**config.mk**
```make
export PLATFORM = sky130hd
export DESIGN_NAME = ser_cmd_rx
export DESIGN_NICKNAME = d
export VERILOG_FILES = /design/src/rtl/srx_pkg.sv /design/src/rtl/srx_sync.sv /design/src/rtl/srx_shifter.sv /design/src/rtl/srx_busy.sv /design/src/rtl/srx_decode.sv /design/src/rtl/ser_cmd_rx.sv
export SDC_FILE = /design/constraint.sdc
export NUM_CORES = 1
export LEC_CHECK = 0
export CORE_ASPECT_RATIO = 2
export CORE_MARGIN = 4
export CORE_UTILIZATION = 35
export DETAILED_ROUTE_END_ITERATION = 8
export PLACE_DENSITY_LB_ADDON = 0.2
export SYNTH_ARGS = -nofsm -noshare
export SYNTH_HDL_FRONTEND = slang
export SYNTH_SLANG_ARGS = --single-unit
```
**constraint.sdc**
```tcl
create_clock -name clk -period 7.77 [get_ports clk]
set_input_delay 0.777 -clock clk [delete_from_list [all_inputs] [get_ports clk]]
set_output_delay 0.777 -clock clk [all_outputs]
set_load 0.1 [all_outputs]
```
**src/rtl/srx_pkg.sv**
```systemverilog
package srx_pkg;

    localparam int ADDR_W   = 8;
    localparam int SHORT_W  = 24;
    localparam int LONG_W   = 56;
    localparam int SHORT_TOT = ADDR_W + SHORT_W;
    localparam int LONG_TOT  = ADDR_W + LONG_W;
    localparam int CNT_W    = $clog2(LONG_TOT + 2);
    localparam int IDX_W    = $clog2(LONG_W);
    localparam int AIDX_W   = $clog2(ADDR_W);

    localparam int MASK_W   = 16;
    localparam int RATE_W   = 3;
    localparam int DIG_W    = 4;
    localparam int ABASE_W  = 4;
    localparam int CBASE_W  = 6;
    localparam int DUTY_W   = 8;
    localparam int CHR_A_W  = 6;
    localparam int CHR_D_W  = 8;
    localparam int AUX_A_W  = 4;
    localparam int AUX_D_W  = 8;
    localparam int PAT_A_W  = 8;
    localparam int PAT_D_W  = 35;
    localparam int NUM_STB  = 9;

    localparam logic [3:0] OPC_PAT = 4'b1000;

    typedef enum logic [3:0] {
        K_NONE, K_ONOFF, K_BLINK, K_SHIFT, K_DIGITS,
        K_BASE, K_DUTY, K_CHR, K_AUX, K_PAT
    } cmd_kind_e;

    typedef struct packed {
        logic                 onoff_stb;
        logic                 onoff_main;
        logic                 onoff_aux;
        logic                 onoff_on;
        logic [MASK_W-1:0]    onoff_mask;
        logic                 blink_stb;
        logic                 blink_main;
        logic                 blink_aux;
        logic [RATE_W-1:0]    blink_rate;
        logic [MASK_W-1:0]    blink_mask;
        logic                 shift_stb;
        logic                 shift_main;
        logic                 shift_aux;
        logic                 shift_left;
        logic                 digits_stb;
        logic [DIG_W-1:0]     digits;
        logic                 base_stb;
        logic [ABASE_W-1:0]   base_aux;
        logic [CBASE_W-1:0]   base_chr;
        logic                 duty_stb;
        logic [DUTY_W-1:0]    duty;
        logic                 chr_wr;
        logic [CHR_A_W-1:0]   chr_addr;
        logic [CHR_D_W-1:0]   chr_data;
        logic                 aux_wr;
        logic [AUX_A_W-1:0]   aux_addr;
        logic [AUX_D_W-1:0]   aux_data;
        logic                 pat_wr;
        logic [PAT_A_W-1:0]   pat_addr;
        logic [PAT_D_W-1:0]   pat_data;
    } cmd_out_t;

endpackage

```
**src/rtl/srx_sync.sv**
```systemverilog
module srx_sync #(
    parameter int LANES = 3
) (
    input  logic             clk,
    input  logic             rst_n,
    input  logic [LANES-1:0] raw_i,
    output logic [LANES-1:0] lvl_o,
    output logic [LANES-1:0] rise_o,
    output logic [LANES-1:0] fall_o
);

    typedef struct packed {
        logic [LANES-1:0] meta;
        logic [LANES-1:0] stab;
        logic [LANES-1:0] prev;
    } sync_t;

    sync_t s_d, s_q;

    always_comb begin
        s_d      = s_q;
        s_d.meta = raw_i;
        s_d.stab = s_q.meta;
        s_d.prev = s_q.stab;
    end

    always_ff @(posedge clk or negedge rst_n) begin
        if (!rst_n) s_q <= '0;
        else        s_q <= s_d;
    end

    for (genvar g = 0; g < LANES; g++) begin : g_lane
        assign lvl_o[g]  = s_q.stab[g];
        assign rise_o[g] = s_q.stab[g] & ~s_q.prev[g];
        assign fall_o[g] = ~s_q.stab[g] & s_q.prev[g];
    end

    // an edge is reported for a single cycle only
    p_edge_single_r3: assert property (@(posedge clk) disable iff (!rst_n)
        (rise_o != '0) |=> ((rise_o & $past(rise_o)) == '0));

endmodule

```
**src/rtl/srx_shifter.sv**
```systemverilog
module srx_shifter
    import srx_pkg::*;
(
    input  logic              clk,
    input  logic              rst_n,
    input  logic              sel_i,
    input  logic              sclk_rise_i,
    input  logic              dat_i,
    output logic [ADDR_W-1:0] addr_o,
    output logic [LONG_W-1:0] instr_o,
    output logic [CNT_W-1:0]  count_o
);

    localparam logic [CNT_W-1:0] SAT = CNT_W'(LONG_TOT + 1);

    typedef struct packed {
        logic [ADDR_W-1:0] addr;
        logic [LONG_W-1:0] instr;
        logic [CNT_W-1:0]  cnt;
    } shf_t;

    shf_t r_d, r_q;
    logic [IDX_W-1:0]  ins_idx;
    logic [AIDX_W-1:0] adr_idx;

    always_comb begin
        ins_idx = IDX_W'(r_q.cnt - CNT_W'(ADDR_W));
        adr_idx = AIDX_W'(r_q.cnt);
        r_d     = r_q;
        if (!sel_i) begin
            r_d.cnt = '0;
        end else if (sclk_rise_i && (r_q.cnt != SAT)) begin
            if (r_q.cnt < CNT_W'(ADDR_W)) r_d.addr[adr_idx] = dat_i;
            else if (r_q.cnt < CNT_W'(LONG_TOT)) r_d.instr[ins_idx] = dat_i;
            r_d.cnt = r_q.cnt + 1'b1;
        end
    end

    always_ff @(posedge clk or negedge rst_n) begin
        if (!rst_n) r_q <= '0;
        else        r_q <= r_d;
    end

    assign addr_o  = r_q.addr;
    assign instr_o = r_q.instr;
    assign count_o = r_q.cnt;

    // the bit counter restarts whenever chip enable is low
    p_cnt_clear_r2: assert property (@(posedge clk) disable iff (!rst_n)
        !sel_i |=> (count_o == '0));
    // an overlong frame parks at the saturation value
    p_cnt_bound_r4: assert property (@(posedge clk) disable iff (!rst_n)
        count_o <= SAT);

endmodule

```
**src/rtl/srx_busy.sv**
```systemverilog
module srx_busy #(
    parameter int BUSY_CYCLES = 3600
) (
    input  logic clk,
    input  logic rst_n,
    input  logic load_i,
    output logic busy_o
);

    localparam int BW = $clog2(BUSY_CYCLES + 1);

    typedef struct packed {
        logic [BW-1:0] cnt;
    } bsy_t;

    bsy_t b_d, b_q;

    always_comb begin
        b_d = b_q;
        if (load_i)              b_d.cnt = BW'(BUSY_CYCLES);
        else if (b_q.cnt != '0)  b_d.cnt = b_q.cnt - 1'b1;
    end

    always_ff @(posedge clk or negedge rst_n) begin
        if (!rst_n) b_q <= '0;
        else        b_q <= b_d;
    end

    assign busy_o = (b_q.cnt != '0);

    // a load always raises busy on the next cycle
    p_busy_load_r12: assert property (@(posedge clk) disable iff (!rst_n)
        load_i |=> busy_o);
    // without a load the remaining time only counts down
    p_busy_down_r12: assert property (@(posedge clk) disable iff (!rst_n)
        (busy_o && !load_i) |=> (b_q.cnt < $past(b_q.cnt)));

endmodule

```
**src/rtl/srx_decode.sv**
```systemverilog
module srx_decode
    import srx_pkg::*;
#(
    parameter logic [ADDR_W-1:0] DEV_ADDR = 8'h67
) (
    input  logic              clk,
    input  logic              rst_n,
    input  logic              commit_i,
    input  logic              busy_i,
    input  logic [ADDR_W-1:0] addr_i,
    input  logic [LONG_W-1:0] instr_i,
    input  logic [CNT_W-1:0]  count_i,
    output logic              load_busy_o,
    output cmd_out_t          out_o
);

    cmd_out_t  o_d, o_q;
    cmd_kind_e kind;
    logic      accept;
    logic      unused_bits;

    assign unused_bits = ^{instr_i[51:48], instr_i[39:35]};

    always_comb begin
        kind = K_NONE;
        if (count_i == CNT_W'(LONG_TOT)) begin
            if (instr_i[55:52] == OPC_PAT) kind = K_PAT;
        end else if (count_i == CNT_W'(SHORT_TOT)) begin
            if (instr_i[23:21] == 3'b101) begin
                kind = K_BLINK;
            end else begin
                case (instr_i[23:20])
                    4'b0001: kind = K_ONOFF;
                    4'b0010: kind = K_SHIFT;
                    4'b0011: kind = K_DIGITS;
                    4'b0100: kind = K_BASE;
                    4'b0101: kind = K_DUTY;
                    4'b0110: kind = K_CHR;
                    4'b0111: kind = K_AUX;
                    default: kind = K_NONE;
                endcase
            end
        end
    end

    assign accept      = commit_i && !busy_i && (addr_i == DEV_ADDR) && (kind != K_NONE);
    assign load_busy_o = accept && (kind != K_BASE) && (kind != K_DUTY);

    always_comb begin
        o_d            = o_q;
        o_d.onoff_stb  = 1'b0;
        o_d.blink_stb  = 1'b0;
        o_d.shift_stb  = 1'b0;
        o_d.digits_stb = 1'b0;
        o_d.base_stb   = 1'b0;
        o_d.duty_stb   = 1'b0;
        o_d.chr_wr     = 1'b0;
        o_d.aux_wr     = 1'b0;
        o_d.pat_wr     = 1'b0;
        if (accept) begin
            case (kind)
                K_ONOFF: begin
                    o_d.onoff_stb  = 1'b1;
                    o_d.onoff_main = instr_i[18];
                    o_d.onoff_aux  = instr_i[17];
                    o_d.onoff_on   = instr_i[16];
                    o_d.onoff_mask = instr_i[15:0];
                end
                K_BLINK: begin
                    o_d.blink_stb  = 1'b1;
                    o_d.blink_main = instr_i[20];
                    o_d.blink_aux  = instr_i[19];
                    o_d.blink_rate = instr_i[18:16];
                    o_d.blink_mask = instr_i[15:0];
                end
                K_SHIFT: begin
                    o_d.shift_stb  = 1'b1;
                    o_d.shift_main = instr_i[18];
                    o_d.shift_aux  = instr_i[17];
                    o_d.shift_left = instr_i[16];
                end
                K_DIGITS: begin
                    o_d.digits_stb = 1'b1;
                    o_d.digits     = instr_i[19:16];
                end
                K_BASE: begin
                    o_d.base_stb = 1'b1;
                    o_d.base_aux = instr_i[19:16];
                    o_d.base_chr = instr_i[13:8];
                end
                K_DUTY: begin
                    o_d.duty_stb = 1'b1;
                    o_d.duty     = instr_i[15:8];
                end
                K_CHR: begin
                    o_d.chr_wr   = 1'b1;
                    o_d.chr_addr = instr_i[13:8];
                    o_d.chr_data = instr_i[7:0];
                end
                K_AUX: begin
                    o_d.aux_wr   = 1'b1;
                    o_d.aux_addr = instr_i[19:16];
                    o_d.aux_data = instr_i[15:8];
                end
                K_PAT: begin
                    o_d.pat_wr   = 1'b1;
                    o_d.pat_addr = instr_i[47:40];
                    o_d.pat_data = instr_i[34:0];
                end
                default: ;
            endcase
        end
    end

    always_ff @(posedge clk or negedge rst_n) begin
        if (!rst_n) o_q <= '0;
        else        o_q <= o_d;
    end

    assign out_o = o_q;

    logic [NUM_STB-1:0] stb_vec;
    assign stb_vec = {o_q.onoff_stb, o_q.blink_stb, o_q.shift_stb, o_q.digits_stb,
                      o_q.base_stb, o_q.duty_stb, o_q.chr_wr, o_q.aux_wr, o_q.pat_wr};

    // one command at a time
    p_onehot_stb_r5: assert property (@(posedge clk) disable iff (!rst_n)
        $onehot0(stb_vec));
    // a commit during busy yields no strobe
    p_drop_busy_r13: assert property (@(posedge clk) disable iff (!rst_n)
        (commit_i && busy_i) |=> (stb_vec == '0));
    // fields hold between their own strobes
    p_hold_onoff_r14: assert property (@(posedge clk) disable iff (!rst_n)
        !o_q.onoff_stb |-> $stable(o_q.onoff_mask));
    p_hold_pat_r14: assert property (@(posedge clk) disable iff (!rst_n)
        !o_q.pat_wr |-> $stable(o_q.pat_data));

endmodule

```
**src/rtl/ser_cmd_rx.sv**
```systemverilog
module ser_cmd_rx
    import srx_pkg::*;
#(
    parameter logic [ADDR_W-1:0] DEV_ADDR    = 8'h67,
    parameter int                BUSY_CYCLES = 3600
) (
    input  logic                clk,
    input  logic                rst_n,
    input  logic                ser_dat_i,
    input  logic                ser_clk_i,
    input  logic                ser_sel_i,
    output logic                onoff_stb_o,
    output logic                onoff_main_o,
    output logic                onoff_aux_o,
    output logic                onoff_on_o,
    output logic [MASK_W-1:0]   onoff_mask_o,
    output logic                blink_stb_o,
    output logic                blink_main_o,
    output logic                blink_aux_o,
    output logic [RATE_W-1:0]   blink_rate_o,
    output logic [MASK_W-1:0]   blink_mask_o,
    output logic                shift_stb_o,
    output logic                shift_main_o,
    output logic                shift_aux_o,
    output logic                shift_left_o,
    output logic                digits_stb_o,
    output logic [DIG_W-1:0]    digits_o,
    output logic                base_stb_o,
    output logic [ABASE_W-1:0]  base_aux_o,
    output logic [CBASE_W-1:0]  base_chr_o,
    output logic                duty_stb_o,
    output logic [DUTY_W-1:0]   duty_o,
    output logic                chr_wr_o,
    output logic [CHR_A_W-1:0]  chr_addr_o,
    output logic [CHR_D_W-1:0]  chr_data_o,
    output logic                aux_wr_o,
    output logic [AUX_A_W-1:0]  aux_addr_o,
    output logic [AUX_D_W-1:0]  aux_data_o,
    output logic                pat_wr_o,
    output logic [PAT_A_W-1:0]  pat_addr_o,
    output logic [PAT_D_W-1:0]  pat_data_o,
    output logic                busy_o
);

    localparam int LANES    = 3;
    localparam int LANE_DAT = 0;
    localparam int LANE_CLK = 1;
    localparam int LANE_SEL = 2;

    logic [LANES-1:0]  lvl, rise, fall;
    logic [ADDR_W-1:0] f_addr;
    logic [LONG_W-1:0] f_instr;
    logic [CNT_W-1:0]  f_cnt;
    logic              load_busy;
    cmd_out_t          cmd;
    logic              unused_edges;

    assign unused_edges = ^{rise[LANE_DAT], rise[LANE_SEL], fall[LANE_DAT], fall[LANE_CLK], lvl[LANE_CLK]};

    srx_sync #(.LANES(LANES)) u_sync (
        .clk    (clk),
        .rst_n  (rst_n),
        .raw_i  ({ser_sel_i, ser_clk_i, ser_dat_i}),
        .lvl_o  (lvl),
        .rise_o (rise),
        .fall_o (fall)
    );

    srx_shifter u_shf (
        .clk         (clk),
        .rst_n       (rst_n),
        .sel_i       (lvl[LANE_SEL]),
        .sclk_rise_i (rise[LANE_CLK]),
        .dat_i       (lvl[LANE_DAT]),
        .addr_o      (f_addr),
        .instr_o     (f_instr),
        .count_o     (f_cnt)
    );

    srx_decode #(.DEV_ADDR(DEV_ADDR)) u_dec (
        .clk         (clk),
        .rst_n       (rst_n),
        .commit_i    (fall[LANE_SEL]),
        .busy_i      (busy_o),
        .addr_i      (f_addr),
        .instr_i     (f_instr),
        .count_i     (f_cnt),
        .load_busy_o (load_busy),
        .out_o       (cmd)
    );

    srx_busy #(.BUSY_CYCLES(BUSY_CYCLES)) u_busy (
        .clk    (clk),
        .rst_n  (rst_n),
        .load_i (load_busy),
        .busy_o (busy_o)
    );

    assign onoff_stb_o  = cmd.onoff_stb;
    assign onoff_main_o = cmd.onoff_main;
    assign onoff_aux_o  = cmd.onoff_aux;
    assign onoff_on_o   = cmd.onoff_on;
    assign onoff_mask_o = cmd.onoff_mask;
    assign blink_stb_o  = cmd.blink_stb;
    assign blink_main_o = cmd.blink_main;
    assign blink_aux_o  = cmd.blink_aux;
    assign blink_rate_o = cmd.blink_rate;
    assign blink_mask_o = cmd.blink_mask;
    assign shift_stb_o  = cmd.shift_stb;
    assign shift_main_o = cmd.shift_main;
    assign shift_aux_o  = cmd.shift_aux;
    assign shift_left_o = cmd.shift_left;
    assign digits_stb_o = cmd.digits_stb;
    assign digits_o     = cmd.digits;
    assign base_stb_o   = cmd.base_stb;
    assign base_aux_o   = cmd.base_aux;
    assign base_chr_o   = cmd.base_chr;
    assign duty_stb_o   = cmd.duty_stb;
    assign duty_o       = cmd.duty;
    assign chr_wr_o     = cmd.chr_wr;
    assign chr_addr_o   = cmd.chr_addr;
    assign chr_data_o   = cmd.chr_data;
    assign aux_wr_o     = cmd.aux_wr;
    assign aux_addr_o   = cmd.aux_addr;
    assign aux_data_o   = cmd.aux_data;
    assign pat_wr_o     = cmd.pat_wr;
    assign pat_addr_o   = cmd.pat_addr;
    assign pat_data_o   = cmd.pat_data;

    logic any_stb;
    assign any_stb = onoff_stb_o | blink_stb_o | shift_stb_o | digits_stb_o | base_stb_o |
                     duty_stb_o | chr_wr_o | aux_wr_o | pat_wr_o;

    // every command strobe is a single-cycle pulse
    p_strobe_pulse_r3: assert property (@(posedge clk) disable iff (!rst_n)
        any_stb |=> !any_stb);
    // a writing command is always covered by busy
    p_busy_cover_r12: assert property (@(posedge clk) disable iff (!rst_n)
        (chr_wr_o || aux_wr_o || pat_wr_o || onoff_stb_o) |-> busy_o);

endmodule

```
Word-level counts from Yosys, hierarchy flattened:

Index checks and enable logic that the tools add are counted.

* $add $sub $neg: 3
* magnitude comparators: 6
* equality and inequality tests: 25
* mux-type cells: 25
* bitwise gates (word level): 5
* reduce and logical (&&, ||, !) cells: 23

Operators with widths (number)
* two-way mux 143 bit: 1
* bitwise mux 56 bit: 1
* two-way mux 44 bit: 1
* equality test 4 x 3 -> 1 bit (second input constant): 8
* case mux 4 bit (7 select lines): 1
* two-way mux 12 bit: 2
* two-way mux 22 bit: 1
* two-way mux 20 bit: 1
* two-way mux 4 bit: 5
* AND reduction 2 bit: 9
* equality test 4 x 2 -> 1 bit (second input constant): 4
* two-way mux 15 bit: 1
* two-way mux 7 bit: 2
* two-way mux 13 bit: 1
* equality test 4 bit (second input constant): 3
* nonzero test 12 bit: 1
* subtractor 12 x 1 -> 12 bit (second input constant): 1
* two-way mux 11 bit: 1
* two-way mux 9 bit: 1
* bitwise mux 8 bit: 1
* equality test 4 x 1 -> 1 bit (second input constant): 2
* equality test 8 x 7 -> 1 bit (second input constant): 1
* logical AND 1 bit: 8
* != test 4 x 3 -> 1 bit (second input constant): 2
* other kinds (24): 28

* flip-flop bits (word level): 235
* input port bits: 5
* output and inout bits: 144
* word-level logic and storage cells: 124

Longest topological paths before layout:

Gate-level depths: netlist of the first run.

* depth in word-level cells: 10
* gate-level depth with buffers: 12
* depth with buffers taken out: 8

Modules after synthesis:

A second synthesis of the first run with hierarchy kept.

* cell total of the unflattened synthesis: 724
* area, all modules: 10034.6 sq um

By module, submodules not included
* srx_decode: times used 1, cells each 346, area an instance 5566.6 sq um, sequential area each 3578.4 sq um
* srx_shifter: times used 1, cells each 291, area an instance 3500.9 sq um, sequential area each 1776.7 sq um
* srx_busy: times used 1, cells each 69, area an instance 681.9 sq um, sequential area each 300.3 sq um
* srx_sync: times used 1, cells each 18, area an instance 285.3 sq um, sequential area each 225.2 sq um

Worst setup path after synthesis of the first run:

Ideal clock, no wire load.

* kind: register to register
* from: reg u_shf.r_q (netlist bit u_shf.count_o[0])
* to: reg u_dec.o_q (netlist bit u_dec.out_o[101])
* setup time: 0.125 ns
* arrival time: 2.993 ns
* data required time: 7.645 ns
* path slack: 4.651 ns
* cell stages (with the launch flop): 12
* path buffers: 4
* period minus slack after synthesis: 3.119 ns
* path through: dfrtp_1 -> clkbuf_1 -> inv_1 -> ha_1 -> or4b_4 -> or2_4 -> or4b_4 -> buf_6 -> or2_1 -> buf_6 -> buf_6 -> mux2_4

* cells in the longest elaborated chain, start to end: 6
* elaborated cells between the ends (all ways): 8
* classes of those cells: eq/ne (3); mux (2); reduce/logical (3)

Ends and longest elaborated chain
* start, declared: line srx_shifter.sv:22 `shf_t r_d, r_q;`
* start signal, assigned: line srx_shifter.sv:41 `else r_q <= r_d;`
* equality test 7 x 6 -> 1 bit: line srx_decode.sv:28 `end else if (count_i == CNT_W'(SHORT_TOT)) begin`
* two-way mux 4 bit: line srx_decode.sv:28
* two-way mux 4 bit (*): line srx_decode.sv:26 `if (count_i == CNT_W'(LONG_TOT)) begin`
* nonzero test 4 bit: line srx_decode.sv:46 `assign accept = commit_i && !busy_i && (addr_i == DEV_ADDR) && (kind != K_NONE);`
* logical AND 1 bit: line srx_decode.sv:46
* AND reduction 2 bit (no source line) (*)
* end signal, assigned: line srx_decode.sv:116 `if (!rst_n) o_q <= '0;`
* end signal, assigned: line srx_decode.sv:117 `else o_q <= o_d;`
* end, declared: line srx_decode.sv:17 `cmd_out_t o_d, o_q;`

Mark *: on every way between the ends. The rest lies on a longest branch, timed or not.
A chain may end at the register's enable or synchronous reset.

Worst setup path after layout of the first run:

* from: reg u_busy.b_q[0] in the netlist's numbering
* to: out busy_o

* cells in the longest elaborated chain, start to end: 1

Ends and longest elaborated chain
* start, declared: line srx_busy.sv:16 `bsy_t b_d, b_q;`
* start signal, assigned: line srx_busy.sv:25 `if (!rst_n) b_q <= '0;`
* start signal, assigned: line srx_busy.sv:26 `else b_q <= b_d;`
* nonzero test 12 bit: line srx_busy.sv:29 `assign busy_o = (b_q.cnt != '0);`
* end, declared: line ser_cmd_rx.sv:42 `output logic busy_o`

Every way passes these cells.

==> results of run 1 <==
==> cells by family (layout without fill, tap and decap cells) <==
family | count (synthesis) | in the layout | share of synthesized area [%]
AO/OA/AOI/OAI | 14 | 14 | 1.02
XOR/XNOR | 17 | 17 | 1.60
adder cells (fa/ha/maj) | 6 | 6 | 0.808
buffers and inverters | 39 | 203 | 1.98
flip-flops | 225 | 225 | 60.6
multiplexers | 193 | 193 | 24.1
AND/OR/NAND/NOR | 183 | 183 | 9.88
==> final cells by class <==
| type | count | area share (%) |
|---|---|---|
| clock buffers | 26 | 5.06 |
| inverters | 10 | 0.314 |
| repair buffers | 153 | 12.7 |
| multi-input cells | 413 | 29.2 |
| clock inverters | 14 | 2.01 |
| flip-flops and latches | 225 | 47.1 |
| well taps | 344 | 3.60 |
==> state kept, by name (all words and copies together) (netlist names) <==
signal         cells
u_busy.b_q        12
u_dec.out_o      143
u_shf.addr_o       8
u_shf.count_o      7
u_shf.instr_o     47
u_sync.lvl_o       3
u_sync.s_d         3
u_sync.s_q         2
==> worst register-to-register path: cells and delay by family, from the launching register on <==
| family | cells | cell delay [ns] |
|---|---|---|
| and+or+nand+nor | 4 | 2.06 |
| muxes | 1 | 0.43 |
| DFF | 1 | 0.48 |
| buffers and inverters | 1 | 0.18 |
| adders and majority gates | 1 | 0.21 |
==> power groups by stage <==
stage | logic, uW | clock network (uW) | registers, uW
final | 43.6 | 1240 | 1180
after global routing | 50.8 | 1320 | 1180
after CTS | 45.9 | 1270 | 1180
after detailed placement | 45.8 | 0 | 1200
after global placement | 45.3 | 0 | 1200
after floorplan | 15.9 | 0 | 1200
==> how the worst max path moves through the flow <==
stage / from / to / slack [ns] / depth (start not counted)
floorplan: u_shf.count_o[0] / u_dec.out_o[101] / 4.65 / 11
global placement: u_shf.count_o[0] / u_dec.out_o[58] / 4.43 / 7
detailed placement: u_shf.count_o[0] / u_dec.out_o[117] / 4.33 / 7
CTS: u_busy.b_q[0] / busy_o / 3.87 / 6
global route: u_busy.b_q[0] / busy_o / 3.72 / 6
finish: u_busy.b_q[0] / busy_o / 3.92 / 6
==> stage by stage <==
stage                     hold WS [ns]  area, um2  cells  total power, uW  util (%)
after global placement           0.340      11100   1145             1250      42.3
after detailed placement         0.340      11100   1145             1250      42.3
final                            0.245      12000   1185             2460      45.5
after floorplan                  0.331       9290    677             1220         -
after CTS                        0.268      12000   1185             2500      45.5
after global routing             0.295      12000   1185             2550      45.5
==> metal layers <==
metal | GRT usage (%) | up-vias | share of wire [%]
met1 | 18.5 | 2921 | 38
met3 | 2.09 | 41 | 3.9
met2 | 29.5 | 146 | 55
met4 | 5.88 | 0 | 2.8
met5 | 0 | - | 0
li1 | - | 2645 | -
==> cell usage in the layout, fill, tap and decap left out, types with 3 or more instances in the layout <==
cell type,n
clkinv_2,4
clkbuf_16,22
or3_1,5
bufinv_16,6
xnor2_1,10
dfrtp_1,225
nor2_2,3
inv_1,9
clkdlybuf4s50_1,147
mux2_2,169
mux2_4,19
nand3_1,12
nand2b_1,12
clkbuf_8,4
nor3_1,14
ha_1,6
and3_1,3
mux2i_1,3
buf_4,5
nor2b_1,6
nor2_1,57
and2_1,5
or2_2,3
a21oi_1,4
xor2_1,7
nand2_1,39
nor4bb_1,3
nor4_1,7
==> impl_metrics.csv, run 1 <==
group,metric,value,unit
run,drv_cap,0,
setup_path,cp_max_fo,10,
synthesis,syn-num-nets,688,
synthesis,async_flop_share,100,%
placed_design,port_buffers,148,
timing,rsz0062_at_grt,"no",
synthesis,synth_largest_area_cell,"dfrtp_1",
die,die_x,123,um
pwr,switching_share,20.9,%
synthesis,synth-seq-area-share,60.6,%
grt,grt_usage,16.0,%
final_layout,finalNetCount,836,
cts,htreeDepth,1,
grt,grt_pass1_wl,35900,um
cts,clock_sinks,225,
routing,drt_iter0_drc,371,
grt,globalRouteOverflowTotal,0,
setup_path,crit_arrival,3.07,ns
final_layout,multi_input_comb_area,3490,um2
final_layout,area_growth,28.7,%
setup_path,cp_num_buf_inv,3,
pwr,power_frac_clock,50.2,%
die,ios,149,
synthesis,synth_cells,677,
cts,cts_buffers,22,
synthesis,synthTopCellsByArea,"dfrtp_1 61%, mux2_2 20%, mux2_4 3.1%",
synthesis,ys_ff_latch,225,
synthesis,yosysUniqueCellTypes,47,
die,fp.coreArea,26300,um2
setup_path,worstReg2RegEnd,"u_dec.out_o[59]",
setup_path,required,6.99,ns
routing,firstDrtPassIters,4,
setup_path,reg2reg_from,"u_shf.count_o[0]",
setup_path,slowest_delay,1.01,ns
timing,setup_viol,0,
timing,tns,0,ns
final_layout,antenna_cells,0,
placed_design,hpwlAfterDp,15900,um
run_status,status,"finished, final reports clean",
cts,postCtsHoldBufs,0,
setup_path,critPathCaptureType,"output pin",
timing,fin_ws,3.92,ns
synthesis,yosysWarnings,0,
synthesis,synth_common_cells,"225 x dfrtp_1, 169 x mux2_2, 58 x nor2_1, 40 x nand2_1",
final_layout,fillCellCount,2418,
grt,grt_max_degree,88,
routing,drc,0,
die,start_util,35.4,%
setup_path,crit_chain,"inv_1 -> ha_1 -> nor2b_1 -> and4_1 -> inv_2 -> clkdlybuf4s50_1",
pwr,combPwrFrac,1.8,%
pwr,vdd_drop_max,0.000146,V
cts,cts_max_path_buffers,3,
synthesis,ys.flop_type,"dfrtp_1",
pwr,p_leak,0.00564,uW
timing,worst_pin_slew,1.07,ns
die,dieArea,29400,um2
pwr,power_frac_seq,48.0,%
placed_design,gp_congestion,0.824,
setup_path,path_delay_family,"buffers and inverters",
setup_path,r2r_cells,7,
timing,max_slew_margin,28.1,%
timing,drv_slew,0,
timing,period_share,49.5,%
timing,fmax,260,MHz
cts,post_cts_resized,0,
grt,first_global_vias,6063,
setup_path,slowest_stage,"clkdlybuf4s50_1",
setup_path,start_kind,"flop",
cts,cts-root-buf,"clkbuf_16",
timing,period_minus_slack,3.85,ns
cts,path_clk_slew,0.06,ns
synthesis,synth_top_area_share,60.6,%
die,rows,84,
grt,antenna_found_initial,0,
cts,clkLatencyLatePin,0.53,ns
routing,ant_nets,0,
routing,vias,5753,
cts,cts_tree,"built",
synthesis,avgSynthCellArea,13.7,um2
pwr,p_per_area,206,nW/um2
setup_path,critical_path_class,"reg -> out",
routing,wl,23100,um
routing,wl_per_cell,19.5,um
setup_path,r2r_slack,4.31,ns
die,die_h,238,um
timing,clock_skew,0.0226,ns
timing,final_hold_viol_count,0,
routing,avgViaCountPerCell,4.85,
synthesis,synth_edf_count,0,
min_path,hold_class,"in -> async",
synthesis,netlist_area,9290,um2
pwr,p_sw,514,uW
final_layout,seq_area,5630,um2
synthesis,yosysMostFrequentCell,"dfrtp_1",
cts,post_cts_buffers,0,
pwr,p_int,1950,uW
final_layout,drive_gt1_share,29.5,%
placed_design,dp_slack,4.33,ns
Power figures use the tool's default switching activity.
==> inputs of run 2 (changes only) <==
clock period = 3.7 ns   (was 7.77 ns; I/O delays follow)
==> run 2 against run 1 <==
- clock power is 91% higher
- via count rose by 0.24%
- cell count increased by 0.59%
- register-to-register slack got worse by 3.8 ns
- first-iteration DRC count decreased by 45%
- die area is the same
- worst setup slack lost 3.4 ns
- power increased by 100%
- critical path depth grew 2
- core utilization is essentially flat
- critical path type is now reg -> reg
==> impl_metrics.csv, run 2 (same netlist as run 1, synthesis figures left out) <==
group,metric,value,unit
run_status,status,"finished, final reports clean",
cts,htreeDepth,1,
grt,globalRouteOverflowTotal,0,
final_layout,final_common_cell,"dfrtp_1",
routing,wl_per_cell,19.5,um
setup_path,cp_max_fo,22,
placed_design,placed_area,11200,um2
pwr,p_leak,0.00564,uW
setup_path,worst-path-stages,8,
die,dieArea,29400,um2
timing,final_hold_viol_count,0,
setup_path,start_kind,"flop",
final_layout,largest_reg_flops,143,
pwr,finalPower,4950,uW
setup_path,cp_num_buf_inv,2,
die,rows,84,
setup_path,crit_chain,"inv_1 -> ha_1 -> or4b_4 -> or2_4 -> or4b_4 -> or2_2 -> buf_12 -> mux2_4",
die,start_util,35.4,%
final_layout,antenna_cells,0,
setup_path,crit_arrival,3.55,ns
setup_path,path_delay_family,"simple AND/OR/NAND/NOR gates",
pwr,power_frac_seq,50.3,%
pwr,p_sw,1030,uW
final_layout,area_growth,28.6,%
pwr,vdd_drop_max,0.000302,V
setup_path,critPathCaptureType,"flop",
run,drv_cap,0,
routing,wl,23200,um
setup_path,r2r_cells,8,
setup_path,cpMostUsedCell,"or4b_4",
routing,drc,0,
grt,antenna_found_initial,0,
pwr,power_frac_clock,47.9,%
cts,path_clk_slew,0.06,ns
routing,vias,5767,
setup_path,startpoint,"u_shf.count_o[1]",
timing,drv_slew,0,
final_layout,instances_no_fill,1192,
pwr,p_int,3920,uW
timing,clock_skew,0.0136,ns
setup_path,slowest_delay,0.58,ns
timing,period_minus_slack,3.15,ns
final_layout,finalNetCount,845,
cts,cts_tree,"built",
timing,max_slew_margin,28.1,%
placed_design,port_buffers,148,
grt,first_global_vias,6214,
routing,ant_nets,0,
final_layout,drive_gt1_share,29.2,%
placed_design,dpl.cell_count,1153,
setup_path,worstReg2RegEnd,"u_dec.out_o[103]",
setup_path,required,4.10,ns
placed_design,hpwlAfterDp,16300,um
setup_path,endpoint,"u_dec.out_o[103]",
final_layout,multi_input_comb_area,3480,um2
grt,grt_usage,16.1,%
cts,cts_buffers,22,
grt,grt_pass1_wl,36400,um
cts,cts_max_path_buffers,3,
timing,rsz0062_at_grt,"no",
final_layout,final_cell_mix,"224 x dfrtp_1, 169 x mux2_2, 146 x clkdlybuf4s50_1, 57 x nor2_1, 39 x nand2_1",
timing,period_share,85.2,%
die,die_h,238,um
cts,clkLatencyLatePin,0.52,ns
timing,fmax,317,MHz
min_path,hold_class,"in -> reg",
setup_path,slowest_stage,"or4b_4",
routing,drt_iter0_drc,203,
final_layout,design_area,11900,um2
cts,cts-root-buf,"clkbuf_16",
cts,clock_sinks,225,
setup_path,critical_path_class,"reg -> reg",
final_layout,fillCellCount,2419,
timing,setup_viol,0,
setup_path,r2r_slack,0.55,ns
routing,avgViaCountPerCell,4.84,
grt,grt_max_degree,104,
pwr,switching_share,20.9,%
timing,holdWs,0.312,ns
final_layout,seq_area,5630,um2
placed_design,gp_congestion,0.849,
pwr,p_per_area,415,nW/um2
timing,worst_pin_slew,1.08,ns
pwr,combPwrFrac,1.8,%
timing,tns,0,ns
die,ios,149,
die,fp.coreArea,26300,um2
routing,firstDrtPassIters,4,
die,die_x,123,um
setup_path,reg2reg_from,"u_shf.count_o[1]",
==> run 2: power groups by stage <==
stage	Clock [uW]	Sequential [uW]	Combinational (uW)
after global routing	2540	2490	104
after floorplan	0	2520	33.5
final	2370	2490	90.0
after detailed placement	0	2540	94.0
after global placement	0	2540	92.5
after CTS	2440	2490	94.7
==> run 2: final cells by class <==
| type | count | share of cell area (%) |
|---|---|---|
| inverters | 10 | 0.314 |
| flip-flops and latches | 225 | 47.1 |
| multi-input cells | 413 | 29.2 |
| well taps | 344 | 3.60 |
| clock buffers | 30 | 5.04 |
| clock inverters | 8 | 1.23 |
| repair buffers | 162 | 13.5 |
==> run 2: worst min-delay path by stage <==
stage                             start               to  slack (ns)  depth (start not counted)
after floorplan                   rst_n    u_busy.b_q[0]        0.07                          0
after global placement    u_sync.s_d[3]  u_sync.lvl_o[0]        0.33                          0
after detailed placement  u_sync.s_d[3]  u_sync.lvl_o[0]        0.34                          0
after CTS                     ser_dat_i    u_sync.s_d[3]        0.30                          1
after global routing          ser_dat_i    u_sync.s_d[3]        0.30                          1
final                         ser_dat_i    u_sync.s_d[3]        0.31                          1
==> run 2: per-stage QoR <==
step	util [%]	setup slack, ns
after floorplan	-	0.581
after global placement	42.6	0.637
after detailed placement	42.6	0.593
after CTS	45.5	0.573
after global routing	45.5	0.436
final	45.5	0.547
==> run 2: worst register-to-register path: cells and delay by family, from the launching register on <==
kind                       cells  cell delay, ns
and+or+nand+nor                4            1.68
DFF                            1            0.47
buffers and inverters          2            0.36
muxes                          1            0.33
adders and majority gates      1            0.21
==> run 2: repair_timing <==
action	in CTS	in global routing
setup buffers	0	0
endpoints found under the hold margin	100	0
hold buffers	1	0
gates resized for setup	0	0
==> run 2: metal layers <==
metal  GRT usage, %  wire length, um  vias up
met2           29.6            12800      149
met1           18.8             8880     2923
li1               -                -     2656
met3           1.92              869       39
met4           6.05              732        0
met5              0                0        -
==> inputs of run 3 (changes only) <==
CTS_BUF_LIST = sky130_fd_sc_hd__clkbuf_8 sky130_fd_sc_hd__clkbuf_16   (was not set)
==> run 3 against run 2 <==
- combinational power about the same
- cell count unchanged
- sequential power about the same
- flip-flop and latch count unchanged
- non-clock buffer count unchanged
- core utilization unchanged
- power decreased by 0.39%
- maximum frequency about the same
- clock power about the same
- first-iteration DRC count increased by 7.9%
- critical path type unchanged
- critical endpoint unchanged
==> impl_metrics.csv, run 3 (same netlist as run 1, synthesis figures left out) <==
group,metric,value,unit
timing,setup_viol,0,
setup_path,cp_num_buf_inv,2,
final_layout,final_common_cell,"dfrtp_1",
min_path,holdCritStartpoint,"ser_dat_i",
routing,avgViaCountPerCell,4.84,
setup_path,crit_arrival,3.55,ns
min_path,whs_path_depth,1,
placed_design,dp_slack,0.593,ns
die,ios,149,
timing,fmax,317,MHz
routing,vias,5767,
cts,post_cts_buffers,0,
setup_path,path_delay_family,"simple AND/OR/NAND/NOR gates",
die,start_util,35.4,%
setup_path,r2r_slack,0.55,ns
setup_path,crit_chain,"inv_1 -> ha_1 -> or4b_4 -> or2_4 -> or4b_4 -> or2_2 -> buf_12 -> mux2_4",
setup_path,reg2reg_from,"u_shf.count_o[1]",
setup_path,slowest_delay,0.58,ns
final_layout,finalNetCount,845,
setup_path,worstReg2RegEnd,"u_dec.out_o[103]",
setup_path,slowest_stage,"or4b_4",
setup_path,start_kind,"flop",
cts,htreeDepth,1,
die,die_x,123,um
placed_design,port_buffers,148,
final_layout,fillCellCount,2419,
routing,drt_iter0_drc,219,
pwr,finalPower,4940,uW
die,fp.coreArea,26300,um2
die,die_h,238,um
final_layout,antenna_cells,0,
routing,drc,0,
placed_design,gp_congestion,0.849,
grt,grt_pass1_wl,36400,um
routing,wl_per_cell,19.5,um
placed_design,hpwlAfterDp,16300,um
timing,clock_skew,0.0131,ns
setup_path,required,4.10,ns
final_layout,area_growth,28.6,%
placed_design,dpl.cell_count,1153,
final_layout,instances_no_fill,1192,
final_layout,largest_reg_flops,143,
setup_path,critPathCaptureType,"flop",
die,dieArea,29400,um2
timing,period_minus_slack,3.15,ns
cts,cts_buffers,22,
final_layout,drive_gt1_share,29.2,%
cts,cts_max_path_buffers,3,
timing,final_hold_viol_count,0,
pwr,vdd_drop_max,0.000302,V
grt,globalRouteOverflowTotal,0,
timing,rsz0062_at_grt,"no",
setup_path,r2r_cells,8,
pwr,p_per_area,413,nW/um2
cts,clkLatencyLatePin,0.52,ns
final_layout,final_cell_mix,"224 x dfrtp_1, 169 x mux2_2, 146 x clkdlybuf4s50_1, 57 x nor2_1, 39 x nand2_1",
cts,clock_sinks,225,
min_path,hold_class,"in -> reg",
grt,grt_max_degree,104,
timing,max_slew_margin,28.1,%
grt,antenna_found_initial,0,
grt,first_global_vias,6212,
routing,wl,23200,um
cts,cts_tree,"built",
routing,ant_nets,0,
routing,firstDrtPassIters,4,
cts,path_clk_slew,0.06,ns
timing,period_share,85.2,%
die,rows,84,
pwr,p_leak,0.00567,uW
setup_path,cpMostUsedCell,"or4b_4",
timing,tns,0,ns
timing,drv_slew,0,
run,drv_cap,0,
setup_path,cp_max_fo,22,
cts,cts-root-buf,"clkbuf_16",
timing,holdWs,0.313,ns
grt,grt_usage,16.1,%
timing,worst_pin_slew,1.08,ns
run_status,status,"finished, final reports clean",
timing,fin_ws,0.548,ns
setup_path,critical_path_class,"reg -> reg",
min_path,hold_end,"u_sync.s_d[3]",
## run 3: cell count changes in the layout (fill, tap and decap cells not counted)
cell	delta
clkbuf_1	-7
inv_1	+7
## run 3: layout make-up
class / instances / area (um2) / area share [%]
Sequential cell: 225 / 5630 / 47.1
Multi-Input combinational cell: 413 / 3480 / 29.2
Timing Repair Buffer: 162 / 1620 / 13.5
Clock buffer: 23 / 576 / 4.82
Tap cell: 344 / 430 / 3.60
Clock inverter: 15 / 173 / 1.45
Inverter: 10 / 37.5 / 0.314
## run 3: worst max-delay path by stage
stage | start | to | slack (ns) | depth (start not counted)
after CTS | u_shf.count_o[0] | u_dec.out_o[111] | 0.57 | 8
after floorplan | u_shf.count_o[0] | u_dec.out_o[101] | 0.58 | 11
after detailed placement | u_shf.count_o[0] | u_dec.out_o[102] | 0.59 | 8
final | u_shf.count_o[1] | u_dec.out_o[103] | 0.55 | 8
after global placement | u_shf.count_o[0] | u_dec.out_o[101] | 0.64 | 8
after global routing | u_shf.count_o[3] | u_shf.instr_o[19] | 0.44 | 7
## run 3: timing repair
action / in CTS / in global routing
hold endpoints to repair: 100 / 0
hold buffers: 1 / 0
gates resized for setup: 0 / 0
setup endpoints to repair: 0 / 0
## run 3: per-layer routing
| metal | routed length [um] | vias up | global-route usage (%) | share of wire [%] |
|---|---|---|---|---|
| met1 | 8870 | 2919 | 18.8 | 38 |
| met4 | 733 | 0 | 6.05 | 3.2 |
| li1 | - | 2657 | - | - |
| met3 | 881 | 39 | 1.92 | 3.8 |
| met5 | 0 | - | 0 | 0 |
| met2 | 12800 | 152 | 29.6 | 55 |
## run 3: per-stage QoR
stage / util (%) / area, um2
after floorplan: - / 9290
after global placement: 42.6 / 11200
after detailed placement: 42.6 / 11200
after CTS: 45.5 / 11900
after global routing: 45.5 / 11900
final: 45.5 / 11900
## run 3: where the power goes
group | internal, uW | switching (uW) | leakage, uW
Combinational | 25.5 | 64.6 | 0.00216
Sequential | 2470 | 17.7 | 0.00312
Clock | 1400 | 952 | 0.000390
Total | 3900 | 1030 | 0.00567
